### src/rtl/wdog_pkg.sv
// Shared types and helpers for the keyed watchdog.
// Assumes an 8-bit configuration byte inside a 16-bit control word.
package wdog_pkg;

    localparam int REG_W  = 16;
    localparam int BYTE_W = 8;
    localparam int N_TAPS = 4;

    // Stored configuration (the clear strobe is not stored).
    typedef struct packed {
        logic       hold;
        logic [1:0] pin_cfg;
        logic       ivl_mode;
        logic       src_aux;
        logic [1:0] sel;
    } wd_cfg_t;

    localparam wd_cfg_t CFG_DEFAULT = '0;

    // Bit positions inside the lower byte.
    localparam int B_HOLD = 7;
    localparam int B_MODE = 4;
    localparam int B_CLR  = 3;
    localparam int B_SRC  = 2;

    // Pack the configuration back into the readable lower byte.
    function automatic logic [BYTE_W-1:0] cfg_pack(input wd_cfg_t c);
        return {c.hold, c.pin_cfg, c.ivl_mode, 1'b0, c.src_aux, c.sel};
    endfunction

    // Unpack a written lower byte into the stored configuration.
    function automatic wd_cfg_t cfg_unpack(input logic [BYTE_W-1:0] b);
        wd_cfg_t c;
        c.hold     = b[B_HOLD];
        c.pin_cfg  = b[6:5];
        c.ivl_mode = b[B_MODE];
        c.src_aux  = b[B_SRC];
        c.sel      = b[1:0];
        return c;
    endfunction

    // Number of low counter bits that set the period (period = 2**bits).
    function automatic int tap_bits(input int cnt_w, input int idx);
        case (idx)
            0:       return cnt_w - 1;
            1:       return cnt_w - 3;
            2:       return cnt_w - 7;
            default: return cnt_w - 10;
        endcase
    endfunction

endpackage

### src/rtl/wdog_ctrl_reg.sv
// Control register of the keyed watchdog.
// Checks the write key, stores the configuration and makes the clear
// strobe and the read word. A reset request (puc) puts it back to default.
// Assumes wr_en is a one-cycle strobe synchronous to clk.
module wdog_ctrl_reg
    import wdog_pkg::*;
#(
    parameter logic [7:0] WR_KEY = 8'h5A,
    parameter logic [7:0] RD_KEY = 8'h69
) (
    input  logic             clk,
    input  logic             rst_n,
    input  logic             wr_en,
    input  logic [REG_W-1:0] wr_data,
    input  logic             puc,
    output wd_cfg_t          cfg,
    output logic             clr_strobe,
    output logic             key_bad,
    output logic [REG_W-1:0] rd_data
);

    localparam int KEY_LO = REG_W - BYTE_W;

    logic key_ok;

    // Decode the key of the current write.
    always_comb begin
        key_ok     = wr_en && (wr_data[REG_W-1:KEY_LO] == WR_KEY);
        key_bad    = wr_en && (wr_data[REG_W-1:KEY_LO] != WR_KEY);
        clr_strobe = key_ok && wr_data[B_CLR];
    end

    // Hold the configuration; a reset request takes priority over a write.
    always_ff @(posedge clk) begin
        if (!rst_n) begin
            cfg <= CFG_DEFAULT;
        end else if (puc) begin
            cfg <= CFG_DEFAULT;
        end else if (key_ok) begin
            cfg <= cfg_unpack(wr_data[BYTE_W-1:0]);
        end
    end

    // Build the read word from the fixed read key and the configuration.
    assign rd_data = {RD_KEY, cfg_pack(cfg)};

endmodule

### src/rtl/wdog_counter.sv
// Tick counter of the keyed watchdog.
// Counts the selected clock enable unless held, and reports an expiry
// on the tick that fills the low bits picked by the interval select.
// Assumes CNT_W >= 11 so that every tap has at least one bit.
module wdog_counter
    import wdog_pkg::*;
#(
    parameter int CNT_W = 16
) (
    input  logic             clk,
    input  logic             rst_n,
    input  logic             tick_sub,
    input  logic             tick_aux,
    input  wd_cfg_t          cfg,
    input  logic             clr_strobe,
    input  logic             puc,
    output logic             expire,
    output logic [CNT_W-1:0] cnt
);

    logic              tick_sel;
    logic              run;
    logic [N_TAPS-1:0] tap_full;

    // One detector for each period: all low bits of that tap are set.
    for (genvar i = 0; i < N_TAPS; i++) begin : g_tap
        localparam int TB = tap_bits(CNT_W, i);
        assign tap_full[i] = &cnt[TB-1:0];
    end

    // Pick the counted tick and decide whether this cycle ends a period.
    always_comb begin
        tick_sel = cfg.src_aux ? tick_aux : tick_sub;
        run      = tick_sel && !cfg.hold;
        expire   = run && tap_full[cfg.sel];
    end

    // Advance, clear or restart the counter.
    always_ff @(posedge clk) begin
        if (!rst_n) begin
            cnt <= '0;
        end else if (puc || clr_strobe) begin
            cnt <= '0;
        end else if (run) begin
            cnt <= cnt + 1'b1;
        end
    end

endmodule

### src/rtl/wdog_event.sv
// Event logic of the keyed watchdog.
// Turns expiries and bad keys into the flag, the interrupt and the
// one-cycle reset request.
// Assumes expire and key_bad come straight from same-cycle logic.
module wdog_event (
    input  logic clk,
    input  logic rst_n,
    input  logic expire,
    input  logic ivl_mode,
    input  logic key_bad,
    input  logic irq_ack,
    input  logic flag_clr,
    input  logic irq_en,
    input  logic glob_en,
    output logic puc,
    output logic flag,
    output logic irq,
    output logic rst_req
);

    // A reset request comes from a bad key or from an expiry in supervision mode.
    always_comb begin
        puc = key_bad || (expire && !ivl_mode);
        irq = flag && ivl_mode && irq_en && glob_en;
    end

    // Set the flag on expiry; otherwise clear it on a software clear or an interval-mode ack.
    always_ff @(posedge clk) begin
        if (!rst_n) begin
            flag <= 1'b0;
        end else if (expire) begin
            flag <= 1'b1;
        end else if (flag_clr || (irq_ack && ivl_mode)) begin
            flag <= 1'b0;
        end
    end

    // Register the reset request as a single-cycle pulse.
    always_ff @(posedge clk) begin
        if (!rst_n) begin
            rst_req <= 1'b0;
        end else begin
            rst_req <= puc;
        end
    end

endmodule

### src/rtl/wdog_timer.sv
// Top of the keyed watchdog and interval timer.
// Connects the control register, the tick counter and the event logic.
// Assumes all inputs are synchronous to clk.
module wdog_timer
    import wdog_pkg::*;
#(
    parameter int         CNT_W  = 16,
    parameter logic [7:0] WR_KEY = 8'h5A,
    parameter logic [7:0] RD_KEY = 8'h69
) (
    input  logic        clk,
    input  logic        rst_n,
    input  logic        wr_en,
    input  logic [15:0] wr_data,
    output logic [15:0] rd_data,
    input  logic        tick_sub,
    input  logic        tick_aux,
    input  logic        irq_en,
    input  logic        glob_en,
    input  logic        irq_ack,
    input  logic        flag_clr,
    output logic        irq,
    output logic        flag,
    output logic        rst_req
);

    wd_cfg_t          cfg;
    logic             clr_strobe;
    logic             key_bad;
    logic             puc;
    logic             expire;
    logic [CNT_W-1:0] cnt_val;

    wdog_ctrl_reg #(
        .WR_KEY(WR_KEY),
        .RD_KEY(RD_KEY)
    ) i_ctrl (
        .clk       (clk),
        .rst_n     (rst_n),
        .wr_en     (wr_en),
        .wr_data   (wr_data),
        .puc       (puc),
        .cfg       (cfg),
        .clr_strobe(clr_strobe),
        .key_bad   (key_bad),
        .rd_data   (rd_data)
    );

    wdog_counter #(
        .CNT_W(CNT_W)
    ) i_cnt (
        .clk       (clk),
        .rst_n     (rst_n),
        .tick_sub  (tick_sub),
        .tick_aux  (tick_aux),
        .cfg       (cfg),
        .clr_strobe(clr_strobe),
        .puc       (puc),
        .expire    (expire),
        .cnt       (cnt_val)
    );

    wdog_event i_evt (
        .clk     (clk),
        .rst_n   (rst_n),
        .expire  (expire),
        .ivl_mode(cfg.ivl_mode),
        .key_bad (key_bad),
        .irq_ack (irq_ack),
        .flag_clr(flag_clr),
        .irq_en  (irq_en),
        .glob_en (glob_en),
        .puc     (puc),
        .flag    (flag),
        .irq     (irq),
        .rst_req (rst_req)
    );

endmodule

### config.mk
export PLATFORM = sky130hd
export DESIGN_NAME = wdog_timer
export DESIGN_NICKNAME = d
export VERILOG_FILES = /design/src/rtl/wdog_pkg.sv /design/src/rtl/wdog_ctrl_reg.sv /design/src/rtl/wdog_counter.sv /design/src/rtl/wdog_event.sv /design/src/rtl/wdog_timer.sv
export SDC_FILE = /design/constraint.sdc
export NUM_CORES = 1
export LEC_CHECK = 0
export BUFFER_PORTS_ARGS = -buffer_cell sky130_fd_sc_hd__buf_2
export CAP_MARGIN = 15
export CORE_ASPECT_RATIO = 1.1
export CORE_MARGIN = 2
export CORE_UTILIZATION = 40
export CTS_CLUSTER_DIAMETER = 150
export CTS_CLUSTER_SIZE = 14
export DETAILED_ROUTE_END_ITERATION = 10
export PLACE_DENSITY_LB_ADDON = 0.1
export SLEW_MARGIN = 15
export SYNTH_ARGS = -nofsm -noshare
export SYNTH_HDL_FRONTEND = slang
export SYNTH_SLANG_ARGS = --single-unit
### constraint.sdc
create_clock -name clk -period 4.35 [get_ports clk]
set_clock_uncertainty 0.15 [all_clocks]
set_input_delay 0.2175 -clock clk [delete_from_list [all_inputs] [get_ports clk]]
set_output_delay 0.2175 -clock clk [all_outputs]
set_load 0.05 [all_outputs]
==> Word level (Yosys, flattened, before mapping) <==
Cells that the tools add are included.
W data, S select, Z words.
{ "totals": {"elab_cells": 40, "n_memories": 0, "regBits": 25, "output_inout_bits": 19, "in_bits": 25, "ramBits": 0, "latchBits": 0, "romBits": 0} }
{ "classes": {"shift": 0, "multipliers": 0, "n_lt_le_gt_ge": 1, "add_sub_neg": 1, "div_mod_pow": 0, "bitwise_logic": 1, "n_mux": 5, "reduce_logical": 22, "eq_ne": 2} }
{ "ops": {"columns": ["operator", "count"], "rows": [
  ["$add A16 B1 Y16 const B", 1],
  ["$reduce_and A15 Y1", 1],
  ["$reduce_and A13 Y1", 1],
  ["$logic_and A1 B1 Y1", 10],
  ["$reduce_and A9 Y1", 1],
  ["$eq A8 B7 Y1 const B", 1],
  ["$ne A8 B7 Y1 const B", 1],
  ["$reduce_and A6 Y1", 1],
  ["$mux W1", 4],
  ["$reduce_or A2 Y1", 2],
  ["$logic_or A1 B1 Y1", 3],
  ["$lt A2 B3 Y1 const B", 1],
  ["$bmux W1 S2", 1],
  ["$logic_not A1 Y1", 2],
  ["$reduce_bool A2 Y1", 1],
  ["$not A1 Y1", 1]
]} }

==> Longest topological paths before layout <==
{ "depth": {"word_depth": 8, "depth_mapped": 8, "ltp_nobuf": 7} }

==> Cells and area by module <==
A second synthesis with hierarchy kept.
{ "unflattened": {"cells_unflattened": 157, "area_unflattened_um2": 1420.1} }
{ "by_module_without_submodules": {"columns": ["module", "area_per_inst_um2", "n_inst", "cells_per_inst"], "rows": [
  ["wdog_counter", 827.0, 1, 93],
  ["wdog_ctrl_reg", 508.0, 1, 54],
  ["wdog_event", 85.1, 1, 10]
]} }

==> Worst setup path after synthesis <==
No wires, ideal clock.
{ "synth_path": {"kind": "reg2reg", "start": "register i_ctrl.cfg[2] (netlist name)", "end": "register i_cnt.cnt[9]", "n_path_buf": 0, "t_arrival_ps": 1927, "path_stages_with_launch": 5, "setup_ps": 86, "setup_slack_ps": 2187, "t_required_ps": 4114, "period_less_slack_ps": 2163, "path_cell_list": "dfxtp_1 -> mux2i_2 -> or4_4 -> or3_1 -> a211oi_1"} }
{ "synth_via": {"elab_chain_len": 7} }
{ "synth_rtl": {"columns": ["item", "line", "source"], "rows": [
  ["$mux W1 *", "wdog_counter.sv:33", "tick_sel = cfg.src_aux ? tick_aux : tick_sub;"],
  ["$logic_and A1 B1 Y1 *", "wdog_counter.sv:34", "run = tick_sel && !cfg.hold;"],
  ["$logic_and A1 B1 Y1", "wdog_counter.sv:35", "expire = run && tap_full[cfg.sel];"],
  ["$logic_and A1 B1 Y1", "wdog_event.sv:23", "puc = key_bad || (expire && !ivl_mode);"],
  ["$logic_or A1 B1 Y1", "wdog_event.sv:23", null],
  ["$logic_or A1 B1 Y1", "wdog_counter.sv:42", "end else if (puc || clr_strobe) begin"],
  ["$reduce_or A2 Y1 (no source line)", null, null],
  ["to (signal assigned)", "wdog_counter.sv:45", "cnt <= cnt + 1'b1;"],
  ["to (decl)", "wdog_counter.sv:18", "output logic [CNT_W-1:0] cnt"]
]} }
Every way passes the cells marked *; elsewhere a longest branch is shown, timed or not.
A chain may end at the register's enable or synchronous reset.

==> Worst setup path after layout <==
{ "layout_path": {"start": "register i_cnt.cnt[0]", "end": "register i_ctrl.cfg[2] (netlist name)"} }
{ "layout_via": {"elab_chain_len": 7} }
{ "layout_rtl": {"columns": ["item", "line", "source"], "rows": [
  ["$reduce_and A15 Y1, or another cell as far along", "wdog_counter.sv:28", "assign tap_full[i] = &cnt[TB-1:0];"],
  ["$bmux W1 S2 *", "wdog_counter.sv:35", null],
  ["$mux W1 (not written as such) *", "wdog_counter.sv:35", null],
  ["$logic_and A1 B1 Y1 *", "wdog_counter.sv:35", null],
  ["$logic_and A1 B1 Y1 *", "wdog_event.sv:23", null],
  ["$logic_or A1 B1 Y1 *", "wdog_event.sv:23", null],
  ["$reduce_or A2 Y1 (no source line) *", null, null]
]} }
Every way passes the cells marked *; elsewhere a longest branch is shown, timed or not. The select of a mux whose other input is x is not followed.

==> impl_metrics.tcl <==
set metrics [dict create \
    timing.hold.ws_ns 0.0163 \
    drive_above_1_share_pct 22.2 \
    multi_input_area_um2 739 \
    netlist_area_um2 1320 \
    clock_latency_ns 0.32 \
    synth_cell_types 38 \
    criticalPathCategory "register to register" \
    comb_power_share_pct 12.6 \
    finalHoldViolCount 0 \
    place.gp.congestion 0.774 \
    violations "DRC" \
    track_usage_pct 17.7 \
    path_buf_inv 0 \
    clock_sinks 24 \
    grt_pass1_wl_mm 5.21 \
    worst_pin_slew_ns 0.884 \
    rsz0062_at_grt "no" \
    drv_cap 0 \
    slowest_delay_ns 0.79 \
    ir_worst_vdd_mv 0.136 \
    drc 2 \
    drt_pass1_iterations 7 \
    grt_max_degree 24 \
    ios 44 \
    routedWlPerCell_um 14.1 \
    outcome "finished, violations left" \
    cts_root_buf "clkbuf_4" \
    fmax_mhz 411 \
    cp-start-kind "register" \
    p_seq_share_pct 60.6 \
    yosys_warnings 0 \
    p_leak_nw 0.535 \
    cts_htree_levels 1 \
    period_needed_ns 2.43 \
    max_slew_margin_pct 41.1 \
    cts_buffers 3 \
    cts.path.max_buffers 2 \
    ys_ff_latch 24 \
    via_per_inst 5.58 \
    num_antenna_cells 0 \
    crit_required_ns 4.38 \
    worstPathMaxFanout 23 \
    yosysTopAreaCellShare_pct 36.5 \
    power_density_nw_per_um2 246 \
    final-seq-area_um2 480 \
    grt_pass1_vias 1188 \
    min_path_type "input port to register" \
    area_growth_pct 13.3 \
    hpwl_mm 2.30 \
    yosys.area.top_type "dfxtp_1" \
    die_w_um 58.7 \
    slew_violations 0 \
    pwr-share-clk_pct 26.8 \
    drt_iter0_markers 27 \
    clk_pin_slew_ns 0.12 \
    grt_overflow 0 \
    die_h_um 64.2 \
    stdcell_area_um2 1490 \
    num_vias 1221 \
    cts_tree "built" \
    fillers 327 \
    finalSetupViolCount 0 \
    fin_crit_sh_pct 55.9 \
    coreArea_um2 3100 \
    route.antenna.remaining_nets 0 \
    syn_inst 156 \
    synth_area_per_cell_um2 8.44 \
    endpoint_kind "register" \
    worstPathArrival_ns 2.46 \
    crit_path_top_delay_cell "and3_1" \
    routed_wl_mm 3.09 \
    port_buffers 34 \
    switching_share_pct 27.2 \
    final_common_cell "buf_2" \
    p_switching_uw 99.9 \
    layout_common_cells "buf_2 (34), dfxtp_1 (24), nor3_1 (21), conb_1 (9)" \
    crit_family "simple AND/OR/NAND/NOR gates" \
    final_net_count 214 \
    row_count 21 \
    placed_area_um2 1450 \
    seq_area_frac_synth_pct 36.5 \
    synth_area_leaders "dfxtp_1 (37%), nor3_1 (8.0%), buf_4 (5.7%), xnor2_1 (5.3%), a31oi_1 (3.8%)" \
    cts_setup_buffers 0 \
    critical_path.cell_chain "ha_1 > nand4b_1 > nor2_1 > and3_1 > nor3_1" \
    dieArea_um2 3770 \
    antenna_found_initial 0 \
    tns_ns 0 \
    start_util_pct 42.5 \
    intPower_uw 267 \
]
## what timing repair did
item                                   CTS  global route
endpoints found under the hold margin    2             0
hold buffers                             1             0
resized for setup                        0             0
## final timing paths
path / startpoint / to / slack [ns] / cells past startpoint
max reg2reg: i_cnt.cnt[0] / i_ctrl.cfg[2] / 1.92 / 5
min reg2reg: i_cnt.cnt[11] / i_cnt.cnt[11] / 0.35 / 2
max: i_cnt.cnt[0] / i_ctrl.cfg[2] / 1.92 / 5
min: flag_clr / i_evt.flag / 0.02 / 3
## cells in the mapped netlist
cell type	n
a2bb2oi_1	1
and3_1	1
or3_1	4
or4_4	1
o21ai_1	1
ha_1	2
or4_1	1
mux2i_1	1
a211oi_1	4
xnor2_1	8
buf_2	2
o31a_1	1
inv_1	5
a31oi_1	8
o211ai_1	1
nor2b_1	6
buf_4	10
nor4b_1	2
nor3_1	21
mux2_2	1
mux2i_2	1
nand2_1	4
a21oi_1	3
nor4_1	2
conb_1	2
nand4b_1	3
dfxtp_1	24
xor2_1	1
clkbuf_1	5
o31ai_1	1
o21ai_0	4
and4_1	2
nand3_1	6
nor2_1	7
nand4bb_1	2
nor3b_1	1
nand3b_1	2
nand4_1	5
## kinds of logic (layout without fill, tap and decap cells)
| logic type | after synthesis | in the layout | synth area share [%] |
|---|---|---|---|
| AND/OR/NAND/NOR | 70 | 70 | 31.5 |
| adder cells (fa/ha/maj) | 2 | 2 | 1.90 |
| buffers and inverters | 22 | 44 | 9.32 |
| multiplexers | 3 | 3 | 2.66 |
| AO/OA/AOI/OAI | 24 | 24 | 11.6 |
| other | 2 | 9 | 0.571 |
| XOR/XNOR | 9 | 9 | 5.99 |
| flip-flops | 24 | 24 | 36.5 |
## power groups by stage
stage	clock network (mW)	registers [mW]	logic [mW]
floorplan	0	0.229	0.0341
global placement	0	0.227	0.0432
detailed placement	0	0.227	0.0446
CTS	0.103	0.222	0.0454
global route	0.116	0.223	0.0494
finish	0.0985	0.222	0.0461
## sequential cells by signal, indices dropped and copies added, names as in the netlist
signal	flops
i_cnt.cnt	15
i_evt.flag	1
i_ctrl.cfg	7
i_evt.rst_req	1
## layout make-up
cell class	instances	area share, %
well taps	34	2.85
repair buffers	36	12.6
inverters	5	1.26
multi-input cells	117	49.6
clock buffers	3	1.51
flip-flops and latches	24	32.2
## metal layers
layer | wire [um] | GRT usage (%) | up-vias
met5 | 0 | 0 | -
met4 | 46 | 5.97 | 0
met3 | 111 | 3.24 | 6
met2 | 1490 | 29.8 | 24
met1 | 1430 | 22.5 | 571
li1 | - | - | 620
## tightest hold or removal path, stage by stage
cell,delay [ns]
buf_2,0.07
nand3b_1,0.09
a31oi_1,0.07
## metrics by stage
stage          util (%)  total power, mW  worst slack, ns  std cells
6_report           48.1            0.367             1.92        219
2_1_floorplan         -            0.263             2.19        163
3_5_place_dp       46.8            0.272             1.82        214
5_1_grt            48.1            0.388             1.69        219
3_3_place_gp       46.8            0.270             1.87        214
4_1_cts            47.9            0.371             1.79        218
No activity file was read; power rests on OpenSTA's default activity.
